File: config.mk
export PLATFORM = sky130hd
export DESIGN_NAME = velem_seq
export DESIGN_NICKNAME = d
export VERILOG_FILES = /design/src/rtl/velem_pkg.sv /design/src/rtl/velem_ptr.sv /design/src/rtl/velem_pred.sv /design/src/rtl/velem_fsm.sv /design/src/rtl/velem_seq.sv
export SDC_FILE = /design/constraint.sdc
export NUM_CORES = 1
export LEC_CHECK = 0
export BUFFER_PORTS_ARGS = -buffer_cell sky130_fd_sc_hd__buf_2
export CAP_MARGIN = 20
export CORE_UTILIZATION = 31
export CTS_BUF_LIST = sky130_fd_sc_hd__clkbuf_2
export DETAILED_ROUTE_END_ITERATION = 16
export SYNTH_ARGS = -nofsm -noshare
export SYNTH_HDL_FRONTEND = slang
export SYNTH_SLANG_ARGS = --single-unit
export TNS_END_PERCENT = 30
File: constraint.sdc
create_clock -name clk -period 5.8 [get_ports clk]
set_clock_uncertainty 0.1 [all_clocks]
set_input_delay 1.16 -clock clk [delete_from_list [all_inputs] [get_ports clk]]
set_output_delay 1.16 -clock clk [all_outputs]
set_load 0.05 [all_outputs]
File: src/rtl/velem_pkg.sv
package velem_pkg;

    typedef enum logic [1:0] {
        ST_IDLE = 2'd0,
        ST_RUN  = 2'd1,
        ST_DONE = 2'd2
    } seq_state_e;

    localparam int OP_DST = 0;
    localparam int OP_SA  = 1;
    localparam int OP_SB  = 2;
    localparam int NOPS   = 3;

endpackage

File: src/rtl/velem_ptr.sv
// Per-operand register index: base, plus the element number when vector-tagged.
module velem_ptr #(
    parameter int IDX_W = 7,
    parameter int EL_W  = 6
) (
    input  logic [IDX_W-1:0] base_i,
    input  logic             is_vec_i,
    input  logic [EL_W-1:0]  elem_i,
    output logic [IDX_W-1:0] idx_o
);
    logic [IDX_W-1:0] off;

    always_comb begin
        off   = is_vec_i ? IDX_W'(elem_i) : '0;
        idx_o = base_i + off;   // wraps inside the register index space
    end
endmodule

File: src/rtl/velem_pred.sv
// Predicate evaluation for the current element and the write strobes.
module velem_pred #(
    parameter int MAX_VL = 64,
    localparam int EL_W  = $clog2(MAX_VL)
) (
    input  logic              clk,
    input  logic              rst_n,
    input  logic              valid_i,
    input  logic [MAX_VL-1:0] mask_i,
    input  logic              pen_i,
    input  logic              zm_i,
    input  logic [EL_W-1:0]   elem_i,
    output logic              active_o,
    output logic              wen_o,
    output logic              wzero_o
);
    always_comb begin
        active_o = !pen_i || mask_i[elem_i];
        wen_o    = valid_i && active_o;
        wzero_o  = valid_i && !active_o && zm_i;
    end

    // result write and zero write never together
    p_wr_excl_r6: assert property (@(posedge clk) disable iff (!rst_n)
        $onehot0({wen_o, wzero_o}));

    // without a predicate every presented step writes
    p_nomask_r4: assert property (@(posedge clk) disable iff (!rst_n)
        (valid_i && !pen_i) |-> wen_o);
endmodule

File: src/rtl/velem_fsm.sv
// Loop controller: IDLE -> RUN -> DONE -> IDLE, element counter.
module velem_fsm
    import velem_pkg::*;
#(
    parameter int MAX_VL = 64,
    localparam int EL_W  = $clog2(MAX_VL),
    localparam int VL_W  = $clog2(MAX_VL + 1)
) (
    input  logic            clk,
    input  logic            rst_n,
    input  logic            start_i,
    input  logic [VL_W-1:0] vlen_i,
    input  logic            fire_i,
    input  logic            active_i,
    input  logic            dst_vec_i,
    output logic [EL_W-1:0] elem_o,
    output logic            load_o,
    output logic            valid_o,
    output logic            done_o,
    output logic            busy_o
);
    seq_state_e      state_q, state_d;
    logic [EL_W-1:0] elem_q;
    logic [VL_W-1:0] vlen_q;
    logic            last_el;
    logic            finish;

    always_comb begin
        last_el = (VL_W'(elem_q) == vlen_q - VL_W'(1));
        finish  = fire_i && (last_el || (active_i && !dst_vec_i));
    end

    // next-state decode
    always_comb begin
        state_d = state_q;
        unique case (state_q)
            ST_IDLE: begin
                if (start_i) begin
                    if (vlen_i == '0) state_d = ST_DONE;    // T_EMPTY
                    else              state_d = ST_RUN;     // T_LAUNCH
                end
            end
            ST_RUN: begin
                if (finish) state_d = ST_DONE;              // T_FINISH
                else        state_d = ST_RUN;               // T_STEP / hold
            end
            ST_DONE: state_d = ST_IDLE;                     // T_RELEASE
            default: state_d = ST_IDLE;
        endcase
    end

    // state register and element counter
    always_ff @(posedge clk or negedge rst_n) begin
        if (!rst_n) begin
            state_q <= ST_IDLE;
            elem_q  <= '0;
            vlen_q  <= '0;
        end else begin
            state_q <= state_d;
            if (state_q == ST_IDLE && start_i) begin
                elem_q <= '0;
                vlen_q <= vlen_i;
            end else if (state_q == ST_RUN && fire_i && !finish) begin
                elem_q <= elem_q + EL_W'(1);
            end
        end
    end

    // outputs
    always_comb begin
        elem_o  = elem_q;
        load_o  = (state_q == ST_IDLE) && start_i;
        valid_o = (state_q == ST_RUN);
        done_o  = (state_q == ST_DONE);
        busy_o  = (state_q != ST_IDLE);
    end

    // completion pulse is one cycle wide, followed by idle
    p_done_pulse_r12: assert property (@(posedge clk) disable iff (!rst_n)
        done_o |=> (!done_o && !busy_o));

    // zero-length start goes straight to completion
    p_empty_r8: assert property (@(posedge clk) disable iff (!rst_n)
        (!busy_o && start_i && vlen_i == '0) |=> (done_o && !valid_o));

    // accepted last element completes the loop
    p_last_r3: assert property (@(posedge clk) disable iff (!rst_n)
        (valid_o && fire_i && last_el) |=> (done_o && !valid_o));

    // counter does not move without acceptance
    p_hold_cnt_r9: assert property (@(posedge clk) disable iff (!rst_n)
        (valid_o && !fire_i) |=> $stable(elem_q));
endmodule

File: src/rtl/velem_seq.sv
// Top: latches instruction context at start, issues one element step per cycle.
module velem_seq
    import velem_pkg::*;
#(
    parameter int IDX_W  = 7,
    parameter int MAX_VL = 64,
    localparam int EL_W  = $clog2(MAX_VL),
    localparam int VL_W  = $clog2(MAX_VL + 1)
) (
    input  logic              clk,
    input  logic              rst_n,
    input  logic              start_i,
    input  logic [VL_W-1:0]   vlen_i,
    input  logic              pred_en_i,
    input  logic [MAX_VL-1:0] pred_mask_i,
    input  logic              zero_mode_i,
    input  logic              dst_vec_i,
    input  logic              srca_vec_i,
    input  logic              srcb_vec_i,
    input  logic [IDX_W-1:0]  dst_base_i,
    input  logic [IDX_W-1:0]  srca_base_i,
    input  logic [IDX_W-1:0]  srcb_base_i,
    input  logic              step_ready_i,
    output logic              step_valid_o,
    output logic [IDX_W-1:0]  step_dst_o,
    output logic [IDX_W-1:0]  step_srca_o,
    output logic [IDX_W-1:0]  step_srcb_o,
    output logic              step_wen_o,
    output logic              step_wzero_o,
    output logic              busy_o,
    output logic              done_o
);
    logic [IDX_W-1:0]  base_in [NOPS];
    logic              vec_in  [NOPS];
    logic [IDX_W-1:0]  base_q  [NOPS];
    logic              vec_q   [NOPS];
    logic [IDX_W-1:0]  idx     [NOPS];
    logic [MAX_VL-1:0] mask_q;
    logic              pen_q;
    logic              zm_q;
    logic [EL_W-1:0]   elem;
    logic              load;
    logic              valid;
    logic              fire;
    logic              active;

    always_comb begin
        base_in[OP_DST] = dst_base_i;
        base_in[OP_SA]  = srca_base_i;
        base_in[OP_SB]  = srcb_base_i;
        vec_in[OP_DST]  = dst_vec_i;
        vec_in[OP_SA]   = srca_vec_i;
        vec_in[OP_SB]   = srcb_vec_i;
        fire            = valid && step_ready_i;
    end

    // per-operand context register and index generator
    for (genvar g = 0; g < NOPS; g++) begin : g_opnd
        always_ff @(posedge clk or negedge rst_n) begin
            if (!rst_n) begin
                base_q[g] <= '0;
                vec_q[g]  <= 1'b0;
            end else if (load) begin
                base_q[g] <= base_in[g];
                vec_q[g]  <= vec_in[g];
            end
        end

        velem_ptr #(.IDX_W(IDX_W), .EL_W(EL_W)) u_ptr (
            .base_i   (base_q[g]),
            .is_vec_i (vec_q[g]),
            .elem_i   (elem),
            .idx_o    (idx[g])
        );
    end

    always_ff @(posedge clk or negedge rst_n) begin
        if (!rst_n) begin
            mask_q <= '0;
            pen_q  <= 1'b0;
            zm_q   <= 1'b0;
        end else if (load) begin
            mask_q <= pred_mask_i;
            pen_q  <= pred_en_i;
            zm_q   <= zero_mode_i;
        end
    end

    velem_fsm #(.MAX_VL(MAX_VL)) u_fsm (
        .clk       (clk),
        .rst_n     (rst_n),
        .start_i   (start_i),
        .vlen_i    (vlen_i),
        .fire_i    (fire),
        .active_i  (active),
        .dst_vec_i (vec_q[OP_DST]),
        .elem_o    (elem),
        .load_o    (load),
        .valid_o   (valid),
        .done_o    (done_o),
        .busy_o    (busy_o)
    );

    velem_pred #(.MAX_VL(MAX_VL)) u_pred (
        .clk      (clk),
        .rst_n    (rst_n),
        .valid_i  (valid),
        .mask_i   (mask_q),
        .pen_i    (pen_q),
        .zm_i     (zm_q),
        .elem_i   (elem),
        .active_o (active),
        .wen_o    (step_wen_o),
        .wzero_o  (step_wzero_o)
    );

    always_comb begin
        step_valid_o = valid;
        step_dst_o   = idx[OP_DST];
        step_srca_o  = idx[OP_SA];
        step_srcb_o  = idx[OP_SB];
    end

    // a refused step is held unchanged
    p_hold_step_r9: assert property (@(posedge clk) disable iff (!rst_n)
        (step_valid_o && !step_ready_i) |=> (step_valid_o && $stable(step_dst_o)
            && $stable(step_srca_o) && $stable(step_srcb_o)
            && $stable(step_wen_o) && $stable(step_wzero_o)));

    // a scalar destination stays on its base register
    p_scalar_dst_r2: assert property (@(posedge clk) disable iff (!rst_n)
        (step_valid_o && !vec_q[OP_DST]) |-> (step_dst_o == base_q[OP_DST]));

    // scalar destination ends on the first accepted write
    p_scalar_exit_r7: assert property (@(posedge clk) disable iff (!rst_n)
        (step_valid_o && step_ready_i && step_wen_o && !vec_q[OP_DST]) |=> done_o);

    // latched context does not change while the loop runs
    p_ctx_hold_r10: assert property (@(posedge clk) disable iff (!rst_n)
        busy_o |=> (!busy_o || ($stable(base_q[OP_DST]) && $stable(base_q[OP_SA])
            && $stable(base_q[OP_SB]) && $stable(mask_q) && $stable(pen_q))));
endmodule

== Yosys cells after proc, flatten, opt, wreduce, memory -nomap -nowiden ==
Cells that the tools add are included.

* Bits in latches: 0
* Bits in writable memories: 0
* ROM bits: 0
* Memories kept: 0
* Bits of input ports: 101
* Word-level logic and storage cells: 52
* Flip-flop bits (word level): 105

* Shifts and indexed selects: 0
* Order comparisons: 1
* Reductions and logical operators: 19
* $add $sub $neg: 5
* Mux-type cells: 11
* Equality and inequality tests: 4
* Multipliers: 0
* Bitwise gates (word level): 0
* Divide/modulo/power cells: 0

{| class="wikitable"
|+ Operators with widths
! operator !! count
|-
| $mux W6 || 5
|-
| $add A7 B7 Y7 || 3
|-
| $logic_and A1 B1 Y1 || 9
|-
| $eq A6 B7 Y1 || 1
|-
| $logic_not A7 Y1 || 1
|-
| $lt A6 B7 Y1 const B || 1
|-
| $sub A7 B1 Y7 const B || 1
|-
| $add A6 B1 Y6 const B || 1
|-
| $bmux W1 S6 || 1
|-
| $mux W2 || 3
|-
| $logic_not A1 Y1 || 4
|-
| $pmux W2 S2 || 1
|-
| $reduce_bool A2 Y1 || 2
|-
| $eq A2 B1 Y1 const B || 1
|-
| $eq A2 B2 Y1 const B || 1
|-
| $logic_not A2 Y1 || 1
|-
| $logic_or A1 B1 Y1 || 2
|-
| $ne A2 B2 Y1 const B || 1
|-
| $mux W1 || 1
|}

== Longest topological paths before layout ==
* Word-level depth: 10
* Mapped depth: 12
* Mapped depth without buffers: 10

== Hierarchy ==
Synthesis repeated with hierarchy kept, for this count alone.

* Cells, all modules: 487
* Area, all modules: 6378.6 µm²

{| class="wikitable"
|+ Modules (own cells, without submodules)
! module !! instances !! sequential area each (µm²) !! area each (µm²) !! cells an instance
|-
| velem_seq || 1 || 2252.2 || 3801.1 || 191
|-
| velem_fsm || 1 || 375.4 || 923.4 || 102
|-
| velem_ptr (g_opnd[0].u_ptr ...) || 2 || 0.0 || 337.8 || 44
|-
| velem_pred || 1 || 0.0 || 646.9 || 62
|-
| velem_ptr (g_opnd[2].u_ptr) || 1 || 0.0 || 331.6 || 44
|}

== Worst setup path after synthesis ==
Ideal clock, no wire load.

* Path type: reg-to-output
* Start: reg u_fsm.elem_q[0] (netlist: u_fsm.elem_o[0])
* End: out step_srcb_o[6]
* Cell stages (with the launch flop): 13
* Slack: 1.877 ns
* Buffers on the path: 2
* Arrival time: 2.663 ns
* Cell sequence: dfrtp_1 buf_6 buf_6 and2_1 ha_1 inv_1 fa_1 inv_1 a21oi_1 o21bai_1 a21o_1 a21oi_1 xnor2_1

* Longest elaborated chain between the ends: 2

{| class="wikitable"
|+ RTL lines
! item !! line !! text
|-
| from (decl) || velem_fsm.sv:23 || <nowiki>logic [EL_W-1:0] elem_q;</nowiki>
|-
| from (signal assigned) || velem_fsm.sv:64 || <nowiki>elem_q <= elem_q + EL_W'(1);</nowiki>
|-
| $mux W6 || velem_ptr.sv:14 || <nowiki>off = is_vec_i ? IDX_W'(elem_i) : '0;</nowiki>
|-
| $add A7 B7 Y7 || velem_ptr.sv:15 || <nowiki>idx_o = base_i + off;</nowiki>
|-
| to (decl) || velem_seq.sv:27 || <nowiki>output logic [IDX_W-1:0] step_srcb_o,</nowiki>
|}

No other way between the ends.

== Final worst setup path ==
* Start: reg u_fsm.elem_q[0] (netlist: u_fsm.elem_o[0])
* End: out step_dst_o[6]

* Longest elaborated chain between the ends: 2

{| class="wikitable"
|+ RTL lines
! item !! line !! text
|-
| $mux W6 || velem_ptr.sv:14 ||
|-
| $add A7 B7 Y7 || velem_ptr.sv:15 ||
|-
| to (decl) || velem_seq.sv:25 || <nowiki>output logic [IDX_W-1:0] step_dst_o,</nowiki>
|}

No other way between the ends.

==> run summary <==
STA
------------------------------------------------------------------------------------------------------
Relative slew slack                                                                              0.316
Shortest clock period the worst path allows after layout                                       4.61 ns
Worst Setup Slack, final                                                                       1.19 ns
Final Cycle Share                                                                                0.794
Final Hold Viols                                                                                     0
Number of endpoints failing setup at the final stage                                                 0
RSZ-0062 raised after global routing                                                                no
Transition at the pin with the smallest max-transition slack                                   1.03 ns
Sum of negative setup slack                                                                       0 ns
Number of max-slew violations in the final report                                                    0
Fmax                                                                                           217 MHz

SETUP PATH
------------------------------------------------------------------------------------------------------
Critical Path Max Stage Delay                                                                  0.94 ns
Endpoint arrival time on the critical path                                                     3.35 ns
Endpoint kind of the worst setup timing path                                                output pin
Startpoint types                                                                             flip-flop
Cell with the biggest individual delay on the critical path                               sky130_fd_sc_hd__dfrtp_2
Cell breakdown of the critical path                                                       and2_1, ha_1, inv_1, fa_1, inv_1, a21oi_1, o21bai_1, a21o_1, a21oi_1, xnor2_1, buf_2
Worst path required time                                                                       4.54 ns
CP Buf/Inv Count                                                                                     3
Kind of cell adding the most delay to the critical path                                     flip-flops
CP max FO                                                                                           29
Worst setup path category                                                                 flip-flop to output pin

FLOORPLANNING
------------------------------------------------------------------------------------------------------
FP Rows                                                                                             48
Starting density of the core                                                                     0.318
Die ar.                                                                                    0.0183 mm^2
Die height                                                                                      135 um
Top-level I/O count                                                                                127
Width of the chip                                                                               135 um
Core Box Area                                                                              0.0174 mm^2

DETAILED ROUTING
------------------------------------------------------------------------------------------------------
DRT Wirelength                                                                                 13.8 mm
WL per Instance                                                                                14.3 um
Residual DRC                                                                                         0
Number of vias in the routed layout                                                               4399
First-pass iteration count of the detailed router                                                    4
Ratio of routed vias to standard cells                                                            4.56
Number of antenna-violating nets in the routed design                                                0
Iteration-0 DRC count of the detailed router                                                       245

CTS
------------------------------------------------------------------------------------------------------
Number of buffers inserted by post-CTS setup repair                                                  0
Source-to-sink clock delay at the later pin of the worst-skew pair                             0.60 ns
Clock transition at the register clock pins on the worst setup and hold paths after CTS        0.25 ns
Max Buffers Root-to-Sink                                                                             2
Number of sinks driven by the clock tree                                                           105
Post-cts resize count                                                                                0
Clock root cell                                                                           sky130_fd_sc_hd__clkbuf_2
CTS tree                                                                                         built
CTS H-tree lvls                                                                                      3
Number of hold buffers added after CTS                                                               0
Number of buffers added by the clock tree synthesis step                                             9

GLOBAL ROUTE
------------------------------------------------------------------------------------------------------
Initial antenna violation count                                                                      1
Tot GR Track Use                                                                                 0.161
Largest net degree at the start of global routing                                                  105
Via count of the first global-routing pass                                                        4358
Total gr overflow                                                                                    0
Wire length of the first global-routing pass                                                   22.5 mm

SYNTH
------------------------------------------------------------------------------------------------------
Commonest register cell after synthesis                                                   sky130_fd_sc_hd__dfrtp_1
Post-synthesis instance total                                                                      627
Fraction of the yosys area taken by sequential cells                                             0.476
Number of enable-type register cells in the synthesized netlist                                      0
Count of synthesis-stage warnings from yosys                                                         0
Most frequent cell after synthesis                                                        sky130_fd_sc_hd__nand2_1
Yosys top cell area share                                                                        0.476
Asr flop ratio synth                                                                              1.00
Main area contributors after synthesis                                                    sky130_fd_sc_hd__dfrtp_1 (48%), sky130_fd_sc_hd__nand2_1 (20%), sky130_fd_sc_hd__mux4_2 (4.9%)
Most numerous cell types in the synthesized netlist                                       sky130_fd_sc_hd__nand2_1 (292), sky130_fd_sc_hd__dfrtp_1 (105), sky130_fd_sc_hd__inv_1 (26)
Net Count, Synth                                                                                   751
Syn Area/Cell                                                                                8.81 um^2
Synth Register Bits                                                                                105
Largest area contributor in the netlist                                                   sky130_fd_sc_hd__dfrtp_1
Summed instance area of the synthesized netlist                                           0.00552 mm^2
Unique masters post-synth                                                                           43

PLACEMENT
------------------------------------------------------------------------------------------------------
Place WS                                                                                       1.84 ns
Placed wire-length estimate                                                                    9.44 mm
Placer Congestion                                                                                0.761
Input/output buffers                                                                               126

PWR
------------------------------------------------------------------------------------------------------
Power density normalized to cell area                                                      504 mW/mm^2
Fraction of power consumed by sequential logic                                                   0.408
Internal portion of total power                                                                1700 uW
NetSw                                                                                          1550 uW
Leakage                                                                                     0.00348 uW
Switching share of power                                                                         0.476
Combinational group share of total power                                                         0.501
Peak VDD IR                                                                                   0.446 mV
Clock share of power                                                                             0.091

FINISH
------------------------------------------------------------------------------------------------------
Ratio of cells with drive above 1 in the final layout                                            0.224
Fillers                                                                                           1846
Area Growth Syn to Fin                                                                           16.7%
Net count of the finished layout                                                                   859

MIN PATH
------------------------------------------------------------------------------------------------------
Worst min-delay path category                                                             flip-flop to flip-flop

OUTCOME
------------------------------------------------------------------------------------------------------
Run status                                                                                   completed

FLOW RUN
------------------------------------------------------------------------------------------------------
Total of max-cap violations                                                                          0

## path summary, 6_finish.rpt
check	start	endpoint	slack [ns]	cells after the start
setup / recovery	u_fsm.elem_o[0]	step_dst_o[6]	1.19	11
max in group asynchronous	rst_n	base_q[0]	4.05	2
setup reg to reg	u_fsm.elem_o[0]	u_fsm.elem_o[5]	2.30	7
min in group asynchronous	rst_n	mask_q[14]	0.48	1
hold / removal	mask_q[26]	mask_q[26]	0.40	2
hold reg to reg	mask_q[26]	mask_q[26]	0.40	2
## through the flow
| step | instance area [um^2] | cells | util | total power (uW) | hold WS, ns |
|---|---|---|---|---|---|
| 2_1_floorplan | 5520 | 627 | - | 2560 | 0.337 |
| 3_3_place_gp | 6310 | 947 | 0.363 | 2930 | 0.353 |
| 3_5_place_dp | 6310 | 947 | 0.363 | 2970 | 0.355 |
| 4_1_cts | 6380 | 961 | 0.368 | 3270 | 0.410 |
| 5_1_grt | 6440 | 965 | 0.371 | 3540 | 0.430 |
| 6_report | 6440 | 965 | 0.371 | 3250 | 0.403 |
## state kept, by name, summed over array words and instances (netlist names)
register and count:
mask_q 64, base_q 21, u_fsm.vlen_q 7, u_fsm.elem_o 6, vec_q 3, u_fsm.state_q 2
pen_q 1, zm_q 1
## power groups by stage
stage	sequential [uW]	clock (uW)	combinational, uW
after floorplan	1220	0	1340
after global placement	1340	0	1590
after detailed placement	1350	0	1620
after CTS	1330	314	1630
after global routing	1380	334	1820
final	1330	294	1630
## area by class of cell
type	count	area, um^2	share of cell area
clock buffer	11	55.1	0.00855
antenna	2	5.00	0.000777
clock inverter	3	20.0	0.00311
sequential	105	2630	0.408
inverter	26	97.6	0.0151
multi-input combinational	464	2660	0.413
tap	225	282	0.0437
timing repair buffer	129	696	0.108
## routing by layer
layer	track usage	up-vias	part of all wire
met3	0.0329	6	0.049
met5	0	-	0
li1	-	2234	-
met2	0.255	123	0.45
met1	0.221	2036	0.49
met4	0.0431	0	0.0086
## cell usage in the layout (no fill, tap or decap), types with 4 or more instances in the layout
cell type,n
sky130_fd_sc_hd__a21oi_1,15
sky130_fd_sc_hd__o21bai_1,6
sky130_fd_sc_hd__and2_1,16
sky130_fd_sc_hd__ha_1,20
sky130_fd_sc_hd__nor2_1,5
sky130_fd_sc_hd__o21ai_0,9
sky130_fd_sc_hd__inv_1,26
sky130_fd_sc_hd__nand2_1,291
sky130_fd_sc_hd__clkbuf_2,11
sky130_fd_sc_hd__nand3_1,7
sky130_fd_sc_hd__nand2b_1,5
sky130_fd_sc_hd__xor2_1,5
sky130_fd_sc_hd__a21o_1,8
sky130_fd_sc_hd__xnor2_1,18
sky130_fd_sc_hd__dfrtp_1,104
sky130_fd_sc_hd__mux2_1,5
sky130_fd_sc_hd__mux4_2,12
sky130_fd_sc_hd__a22oi_1,4
sky130_fd_sc_hd__buf_2,125
## kinds of logic after synthesis
group | synth area share
DFF | 0.476
buffers and inverters | 0.0444
xor gates and xnor gates | 0.0365
muxes | 0.0653
adders and majority gates | 0.0562
and+or+nand+nor | 0.251
AOI/OAI and AO/OA | 0.0707
## worst min-delay path, delay by kind of cell, from the launching register on
kind / cells / cell delay, ns
flops: 1 / 0.40
simple gates: 2 / 0.10
(Power assumes the default switching activity.)
